## config.mk

```make
export PLATFORM = sky130hd
export DESIGN_NAME = updown_code_gen
export DESIGN_NICKNAME = d
export VERILOG_FILES = /design/src/rtl/updown_code_pkg.sv /design/src/rtl/sample_tick.sv /design/src/rtl/btn_sync.sv /design/src/rtl/press_fsm.sv /design/src/rtl/code_counter.sv /design/src/rtl/updown_code_gen.sv
export SDC_FILE = /design/constraint.sdc
export NUM_CORES = 1
export LEC_CHECK = 0
export BUFFER_PORTS_ARGS = -buffer_cell sky130_fd_sc_hd__buf_2
export CORE_MARGIN = 8
export CORE_UTILIZATION = 43
export DETAILED_ROUTE_END_ITERATION = 7
export HOLD_SLACK_MARGIN = 0.12
export PLACE_DENSITY = 0.62
export SYNTH_ARGS = -nofsm -noshare
export SYNTH_HDL_FRONTEND = slang
export SYNTH_SLANG_ARGS = --single-unit
```

## constraint.sdc

```tcl
create_clock -name clk -period 2.3 [get_ports clk]
set_input_delay 0.345 -clock clk [delete_from_list [all_inputs] [get_ports clk]]
set_output_delay 0.345 -clock clk [all_outputs]
set_load 0.005 [all_outputs]
```

## src/rtl/updown_code_pkg.sv

```systemverilog
`timescale 1ns/1ps
// Package: shared state encoding for the press-edge state machine.
// Assumes: no other package in the code base claims these names.
package updown_code_pkg;

    typedef enum logic [2:0] {
        ST_IDLE    = 3'd0,  // no button sampled pressed
        ST_UP_STEP = 3'd1,  // one sampling period of up strobe
        ST_DN_STEP = 3'd2,  // one sampling period of down strobe
        ST_UP_HOLD = 3'd3,  // up held after its step
        ST_DN_HOLD = 3'd4,  // down held after its step
        ST_LOCKOUT = 3'd5   // conflict seen, wait for full release
    } press_state_e;

endpackage

```

## src/rtl/sample_tick.sv

```systemverilog
`timescale 1ns/1ps
// Module: sample_tick
// Purpose: free-running divider that emits a single-cycle enable every
//          DIV clock cycles; it paces button sampling for the block.
// Assumes: DIV >= 2.
module sample_tick #(
    parameter int unsigned DIV = 625000
) (
    input  logic clk,
    input  logic rst_n,
    output logic tick
);
    localparam int unsigned CW = (DIV > 1) ? $clog2(DIV) : 1;
    localparam logic [CW-1:0] LAST = CW'(DIV - 1);

    logic [CW-1:0] cnt;

    // Count 0..DIV-1 and restart.
    always_ff @(posedge clk) begin
        if (!rst_n)            cnt <= '0;
        else if (cnt == LAST)  cnt <= '0;
        else                   cnt <= cnt + 1'b1;
    end

    // Enable is high on the last count of each period.
    assign tick = (cnt == LAST);
endmodule

```

## src/rtl/btn_sync.sv

```systemverilog
`timescale 1ns/1ps
// Module: btn_sync
// Purpose: two-flop synchronizer per active-low button; outputs active-high
//          "pressed" levels in the clk domain.
// Assumes: buttons idle high; the reset value reads as released.
module btn_sync #(
    parameter int unsigned N = 2
) (
    input  logic         clk,
    input  logic         rst_n,
    input  logic [N-1:0] btn_n,
    output logic [N-1:0] pressed
);
    for (genvar i = 0; i < N; i++) begin : g_bit
        logic s1, s2;

        // Two-stage capture of one asynchronous button line.
        always_ff @(posedge clk) begin
            if (!rst_n) begin
                s1 <= 1'b1;
                s2 <= 1'b1;
            end else begin
                s1 <= btn_n[i];
                s2 <= s1;
            end
        end

        assign pressed[i] = ~s2;
    end
endmodule

```

## src/rtl/press_fsm.sv

```systemverilog
`timescale 1ns/1ps
// Module: press_fsm
// Purpose: Moore state machine that samples the synchronized buttons on
//          each tick and gives one strobe per new press, one sampling
//          period long; with repeat enabled, a held button re-strobes
//          every REPEAT_TICKS ticks.
// Assumes: REPEAT_TICKS >= 2; inputs are already synchronized.
module press_fsm
    import updown_code_pkg::*;
#(
    parameter int unsigned REPEAT_TICKS = 80
) (
    input  logic clk,
    input  logic rst_n,
    input  logic tick,
    input  logic up_p,
    input  logic dn_p,
    input  logic rpt_en,
    output logic step_en,
    output logic step_up
);
    localparam int unsigned RW = (REPEAT_TICKS > 2) ? $clog2(REPEAT_TICKS) : 1;
    localparam logic [RW-1:0] RPT_LAST = RW'(REPEAT_TICKS - 2);

    press_state_e state, state_nx;
    logic [RW-1:0] rpt_cnt;
    logic          rpt_due;

    logic both, none;
    assign both = up_p & dn_p;
    assign none = ~up_p & ~dn_p;
    assign rpt_due = rpt_en && (rpt_cnt == RPT_LAST);

    // Next-state decision, evaluated only when the tick is high.
    always_comb begin
        state_nx = state;
        unique case (state)
            ST_IDLE: begin
                if (both)      state_nx = ST_LOCKOUT;
                else if (up_p) state_nx = ST_UP_STEP;
                else if (dn_p) state_nx = ST_DN_STEP;
            end
            ST_UP_STEP, ST_UP_HOLD: begin
                if (both)       state_nx = ST_LOCKOUT;
                else if (!up_p) state_nx = ST_IDLE;
                else if (state == ST_UP_HOLD && rpt_due) state_nx = ST_UP_STEP;
                else            state_nx = ST_UP_HOLD;
            end
            ST_DN_STEP, ST_DN_HOLD: begin
                if (both)       state_nx = ST_LOCKOUT;
                else if (!dn_p) state_nx = ST_IDLE;
                else if (state == ST_DN_HOLD && rpt_due) state_nx = ST_DN_STEP;
                else            state_nx = ST_DN_HOLD;
            end
            ST_LOCKOUT: begin
                if (none) state_nx = ST_IDLE;
            end
            default: state_nx = ST_IDLE;
        endcase
    end

    // State register, advanced on the sampling tick.
    always_ff @(posedge clk) begin
        if (!rst_n)    state <= ST_IDLE;
        else if (tick) state <= state_nx;
    end

    // Repeat interval counter: counts ticks spent in a hold state.
    always_ff @(posedge clk) begin
        if (!rst_n) begin
            rpt_cnt <= '0;
        end else if (tick) begin
            if ((state == ST_UP_HOLD || state == ST_DN_HOLD) && rpt_en && !rpt_due)
                rpt_cnt <= rpt_cnt + 1'b1;
            else
                rpt_cnt <= '0;
        end
    end

    // Moore outputs.
    assign step_en = (state == ST_UP_STEP) || (state == ST_DN_STEP);
    assign step_up = (state == ST_UP_STEP);
endmodule

```

## src/rtl/code_counter.sv

```systemverilog
`timescale 1ns/1ps
// Module: code_counter
// Purpose: W-bit up/down counter that either wraps or saturates at its ends.
// Assumes: step is a single-cycle request.
module code_counter #(
    parameter int unsigned W = 4
) (
    input  logic         clk,
    input  logic         rst_n,
    input  logic         step,
    input  logic         up,
    input  logic         sat,
    output logic [W-1:0] code
);
    localparam logic [W-1:0] MAXV = '1;

    // Apply one step, holding at the end when saturating.
    always_ff @(posedge clk) begin
        if (!rst_n) begin
            code <= '0;
        end else if (step) begin
            if (up) begin
                if (!(sat && code == MAXV)) code <= code + 1'b1;
            end else begin
                if (!(sat && code == '0))   code <= code - 1'b1;
            end
        end
    end
endmodule

```

## src/rtl/updown_code_gen.sv

```systemverilog
`timescale 1ns/1ps
// Module: updown_code_gen (top)
// Purpose: two active-low buttons -> one step per press -> CODE_W-bit code,
//          with wrap/saturate choice and optional hold-to-repeat.
// Assumes: TICK_DIV gives the sampling rate (625000 -> 80 Hz at 50 MHz);
//          REPEAT_TICKS ticks form one repeat interval (80 -> 1 s).
module updown_code_gen #(
    parameter int unsigned CODE_W       = 4,
    parameter int unsigned TICK_DIV     = 625000,
    parameter int unsigned REPEAT_TICKS = 80
) (
    input  logic              clk,
    input  logic              rst_n,
    input  logic              up_n,
    input  logic              dn_n,
    input  logic              sat_mode,
    input  logic              rpt_en,
    output logic [CODE_W-1:0] code,
    output logic              step_en,
    output logic              step_up
);
    logic       smp_tick;
    logic [1:0] pressed;

    sample_tick #(.DIV(TICK_DIV)) i_tick (
        .clk   (clk),
        .rst_n (rst_n),
        .tick  (smp_tick)
    );

    btn_sync #(.N(2)) i_sync (
        .clk     (clk),
        .rst_n   (rst_n),
        .btn_n   ({dn_n, up_n}),
        .pressed (pressed)
    );

    press_fsm #(.REPEAT_TICKS(REPEAT_TICKS)) i_fsm (
        .clk     (clk),
        .rst_n   (rst_n),
        .tick    (smp_tick),
        .up_p    (pressed[0]),
        .dn_p    (pressed[1]),
        .rpt_en  (rpt_en),
        .step_en (step_en),
        .step_up (step_up)
    );

    code_counter #(.W(CODE_W)) i_cnt (
        .clk   (clk),
        .rst_n (rst_n),
        .step  (step_en & smp_tick),
        .up    (step_up),
        .sat   (sat_mode),
        .code  (code)
    );
endmodule

```

Word-level counts from Yosys, hierarchy flattened --
Index checks and enable logic that the tools add are counted.
Storage, ports and cells: bits in registers 38, input bits 6, word-level logic and storage cells 62
Cells by class: add/subtract/negate cells 4, equality and inequality tests 12, multiplexer cells 15, bitwise operators 6, reductions and logical operators 17
Operator list (count):
- 3-bit 2-to-1 mux | 9
- 20-bit by 1-bit adder with 20-bit output (second input constant) | 1
- 20-bit == test (second input constant) | 1
- 4-bit 2-to-1 mux | 3
- 3-bit case mux with 4 select lines | 1
- 7-bit by 1-bit adder with 7-bit output (second input constant) | 1
- 7-bit == test (second input constant) | 1
- 1-bit logical AND | 7
- 7-bit 2-to-1 mux | 1
- 3-bit by 2-bit == test with 1-bit output (second input constant) | 2
- 3-bit == test (second input constant) | 2
- 3-bit AND reduction | 2
- 2-bit OR reduction | 3
- 4-bit by 1-bit adder with 4-bit output (second input constant) | 1
- 4-bit == test (second input constant) | 1
- 4-bit logical NOT | 1
- 2-bit inequality test (second input constant) | 2
- 4-bit by 3-bit inequality test with 1-bit output (second input constant) | 1
- 4-bit by 1-bit subtractor with 4-bit output (second input constant) | 1
- 1-bit bitwise AND | 3
- 3-bit by 1-bit == test with 1-bit output (second input constant) | 1
- 3-bit logical NOT | 1
- 1-bit NOT | 3
- 1-bit logical OR | 2
- 3 further kinds | 3

Logic depth before layout (Yosys ltp) --
depth after elaboration 7, mapped depth 9

Modules after synthesis --
A second synthesis with hierarchy kept.
Unflattened totals: cell total of the unflattened synthesis 238, area total of the unflattened synthesis 2020.7 µm²
Modules (own cells, without submodules):
- sample_tick | instances 1, cells an instance 109, area each 960.9 µm², sequential area each 400.4 µm²
- press_fsm | instances 1, cells an instance 90, area each 670.6 µm², sequential area each 200.2 µm²
- code_counter | instances 1, cells an instance 28, area each 270.3 µm², sequential area each 80.1 µm²
- btn_sync | instances 1, cells an instance 10, area each 112.6 µm², sequential area each 80.1 µm²
- updown_code_gen | instances 1, cells an instance 1, area each 6.3 µm², sequential area each 0.0 µm²

Least setup slack after synthesis --
No wires, ideal clock.
path kind reg2reg, start register i_fsm.state[0], end register i_cnt.code[3], library setup time 0.118 ns, arrival time 1.963 ns, setup slack 0.219 ns, cell stages (with the launch flop) 10, path buffers 1, path through dfxtp_1 buf_2 nor3b_1 inv_1 ha_1 a21o_1 a21oi_1 xnor2_1 nand2_1 mux2i_1
Between the ends: word-level cells in the longest chain between the ends 4, elaborated cells on any way between the ends 8, classes of those cells eq/ne: 4; mux: 1; bitwise: 1; reduce/logical: 2
RTL lines:
- from (decl) | RTL line press_fsm.sv:25 | press_state_e state, state_nx;
- from (signal assigned) | RTL line press_fsm.sv:65 | else if (tick) state <= state_nx;
- 3-bit by 1-bit == test with 1-bit output * | RTL line press_fsm.sv:82 | assign step_up = (state == ST_UP_STEP);
- via step_up | RTL line updown_code_gen.sv:20 | output logic step_up
- 1-bit logical OR | RTL line press_fsm.sv:81 | assign step_en = (state == ST_UP_STEP) || (state == ST_DN_STEP);
- 1-bit bitwise AND | RTL line updown_code_gen.sv:52 | .step (step_en & smp_tick),
- 3-bit AND reduction (no source line)
- to (signal assigned) | RTL line code_counter.sv:23 | if (!(sat && code == MAXV)) code <= code + 1'b1;
- to (signal assigned) | RTL line code_counter.sv:25 | if (!(sat && code == '0)) code <= code - 1'b1;
- to (decl) | RTL line code_counter.sv:13 | output logic [W-1:0] code
Mark *: on every way through the listed nets, which the timed path passes. The rest lies on a longest branch. A chain may end at the register's enable or synchronous reset.

Worst setup path after layout --
start register i_fsm.state[0], end register i_cnt.code[3]
Between the ends: word-level cells in the longest chain between the ends 4, elaborated cells on any way between the ends 8, classes of those cells eq/ne: 4; mux: 1; bitwise: 1; reduce/logical: 2
RTL lines (RTL line):
- 3-bit by 1-bit == test with 1-bit output / 3-bit by 2-bit == test with 1-bit output (equally long branches) | press_fsm.sv:81, press_fsm.sv:82
- 1-bit logical OR | press_fsm.sv:81
- 1-bit bitwise AND | updown_code_gen.sv:52
- 3-bit AND reduction (no source line)
Several ways; a longest one is shown, not always the timed one.

==> results.ini <==
[synthesis]
synthArstFlopShare_pct = 0
synth_edf_count = 0
synth_area_leaders = dfxtp_1, xnor2_1, nor2_1
syn-num-nets = 240
synth_common_cells = dfxtp_1, nor2_1, nand2_1
synth_top_cell_area_share_pct = 38.9
yosys.area.top_type = dfxtp_1
ys_seq_elements = 38
yosysUniqueCellTypes = 46
synthFlopType = dfxtp_1
ys_warn_count = 0
yosysSeqAreaShare_pct = 38.9
syn_area_per_cell_um2 = 8.57
synth_area_um2 = 1950
syn_inst = 228
yosysMostFrequentCell = dfxtp_1

[clock_tree]
cts_tree = built
clkLatencyLatePin_ps = 290
cts_buffers = 5
ctsLongestPathBuffers = 2
cts_sinks = 38
holdBufCountCts = 0
cts-root-buf = clkbuf_8
post_cts_buffers = 0
path_clk_slew_ps = 70
cts_resized = 0
cts-htree-levels = 2

[pwr]
total_power_uw = 1260
power_density_nw_per_um2 = 576
power.ir.vdd_worst_mv = 0.321
p_leak_uw = 0.000790

[timing]
hold_violations = 0
setup_viol = 0
finalMaxSlewViolations = 0
rsz0062_at_grt = false
worst_pin_slew_ps = 514
fin_crit_sh_pct = 89.6
slew_headroom_pct = 65.7
fin_skew_ps = 5.69
post-route-min-period_ps = 2060
setup_tns_ps = 0
fmax_mhz = 485

[grt]
antenna_found_initial = 0
grt_overflow = 0
grt_usage_pct = 11.7
grt_pass1_vias = 1547
grt_max_degree = 19
grt_pass1_wl_um = 6960

[routing]
drt_iter0_markers = 63
wl_per_cell_um = 13.2
drt-total-wl_um = 3930
remaining_drc_errors = 0
vias_per_cell = 5.35
via_count = 1593
dr.pass1.iters = 4
ant_nets = 0

[critical_path]
path_max_fanout = 10
cp.arrival_ps = 2250
cp.required_ps = 2490
crit_type = reg -> reg
setup.worst_path.start_class = register
cp-end-kind = register

[die]
io-pin-count = 12
num_rows = 24
fp.dieW_um = 83.4
core_um2 = 4350
fp.dieH_um = 83.4
initial_core_util_pct = 44.9
fp.dieArea_um2 = 6960

[layout]
drive_gt1_share_pct = 11.4
nets = 257
diodes = 0
area.growth.synth_to_final_pct = 12.3

[place]
routabilityCongestion = 0.849
io_buffer_count = 11
dp_hpwl_um = 2860

[status]
outcome = completed

[flow_run]
maxCapViolations = 0

[hold_path]
hold_path.class = in -> reg

## power by group
group	switching, uW	internal, uW
Combinational	22.4	18.5
Sequential	7.15	665
Clock	227	324
## placed cells by master (no fill, tap or decap), drive strengths merged, types with 4 or more instances in the layout
cell type,synthesis,routed
nor2,27,27
nor3b,4,4
nand4,7,7
o21ai,14,14
buf,4,17
nand2b,8,8
ha,5,5
dfxtp,38,38
nand3,8,8
mux2i,6,6
xor2,5,5
xnor2,14,14
inv,7,7
clkbuf,3,7
and2,5,5
nor3,9,9
or3,4,4
nand2,16,16
a21oi,7,7
## worst paths after layout
kind                            from            endpoint  slack, ps  cells past startpoint
hold reg to reg   i_sync.g_bit[0].s1  i_sync.g_bit[0].s2        410                      1
hold / removal                  up_n  i_sync.g_bit[0].s1        230                      2
setup reg to reg      i_fsm.state[0]       i_cnt.code[3]        240                      8
setup / recovery      i_fsm.state[0]       i_cnt.code[3]        240                      8
## through the flow
step	utilization (%)	setup slack, ps	cells	instance area, um^2	hold WS (ps)
global route	50.4	74.3	298	2190	232
CTS	50.4	222	298	2190	223
finish	50.4	239	298	2190	230
floorplan	-	219	228	1950	386
detailed placement	48.0	232	290	2090	392
global placement	48.0	320	290	2090	390
## cells by family (layout without fill, tap and decap cells)
logic type                 Yosys count  after routing  share of synthesized area [%]
buffers and inverters               14             32                           2.95
AOI/OAI and AO/OA                   36             36                           11.5
xor gates and xnor gates            19             19                           8.51
adders and majority gates            6              6                           4.23
and+or+nand+nor                    109            109                           30.8
muxes                                6              6                           3.07
DFF                                 38             38                           38.9
## metal layers
layer  up-vias  share of wire, %  track usage [%]
met1       734                50             14.2
met5         -                 0                0
met2        10                45             18.8
met4         0               2.6             5.81
li1        840                 -                -
met3         9               2.2             2.73
## sequential cells by signal (all words and copies together), names as in the netlist
register,cells
i_sync.g_bit.s1,2
i_cnt.code,4
i_fsm.state,3
i_fsm.rpt_cnt,7
i_tick.cnt,20
i_sync.g_bit.s2,2
## area by class of cell
type,instances,area [um^2]
Clock buffer,7,76.3
Clock inverter,1,30.0
Fill cell,427,2160
Inverter,7,26.3
Multi-Input combinational cell,176,1140
Sequential cell,38,761
Tap cell,52,65.1
Timing Repair Buffer,17,100
## worst max-delay path, stage by stage, from the launching register on
cell and delay, ps:
dfxtp_1 510, nor3b_1 290, inv_1 160, ha_1 310, a21o_1 180, a21oi_1 170
xnor2_1 130, nand2_1 80, mux2i_1 130
No activity file was read; power rests on OpenSTA's default activity.
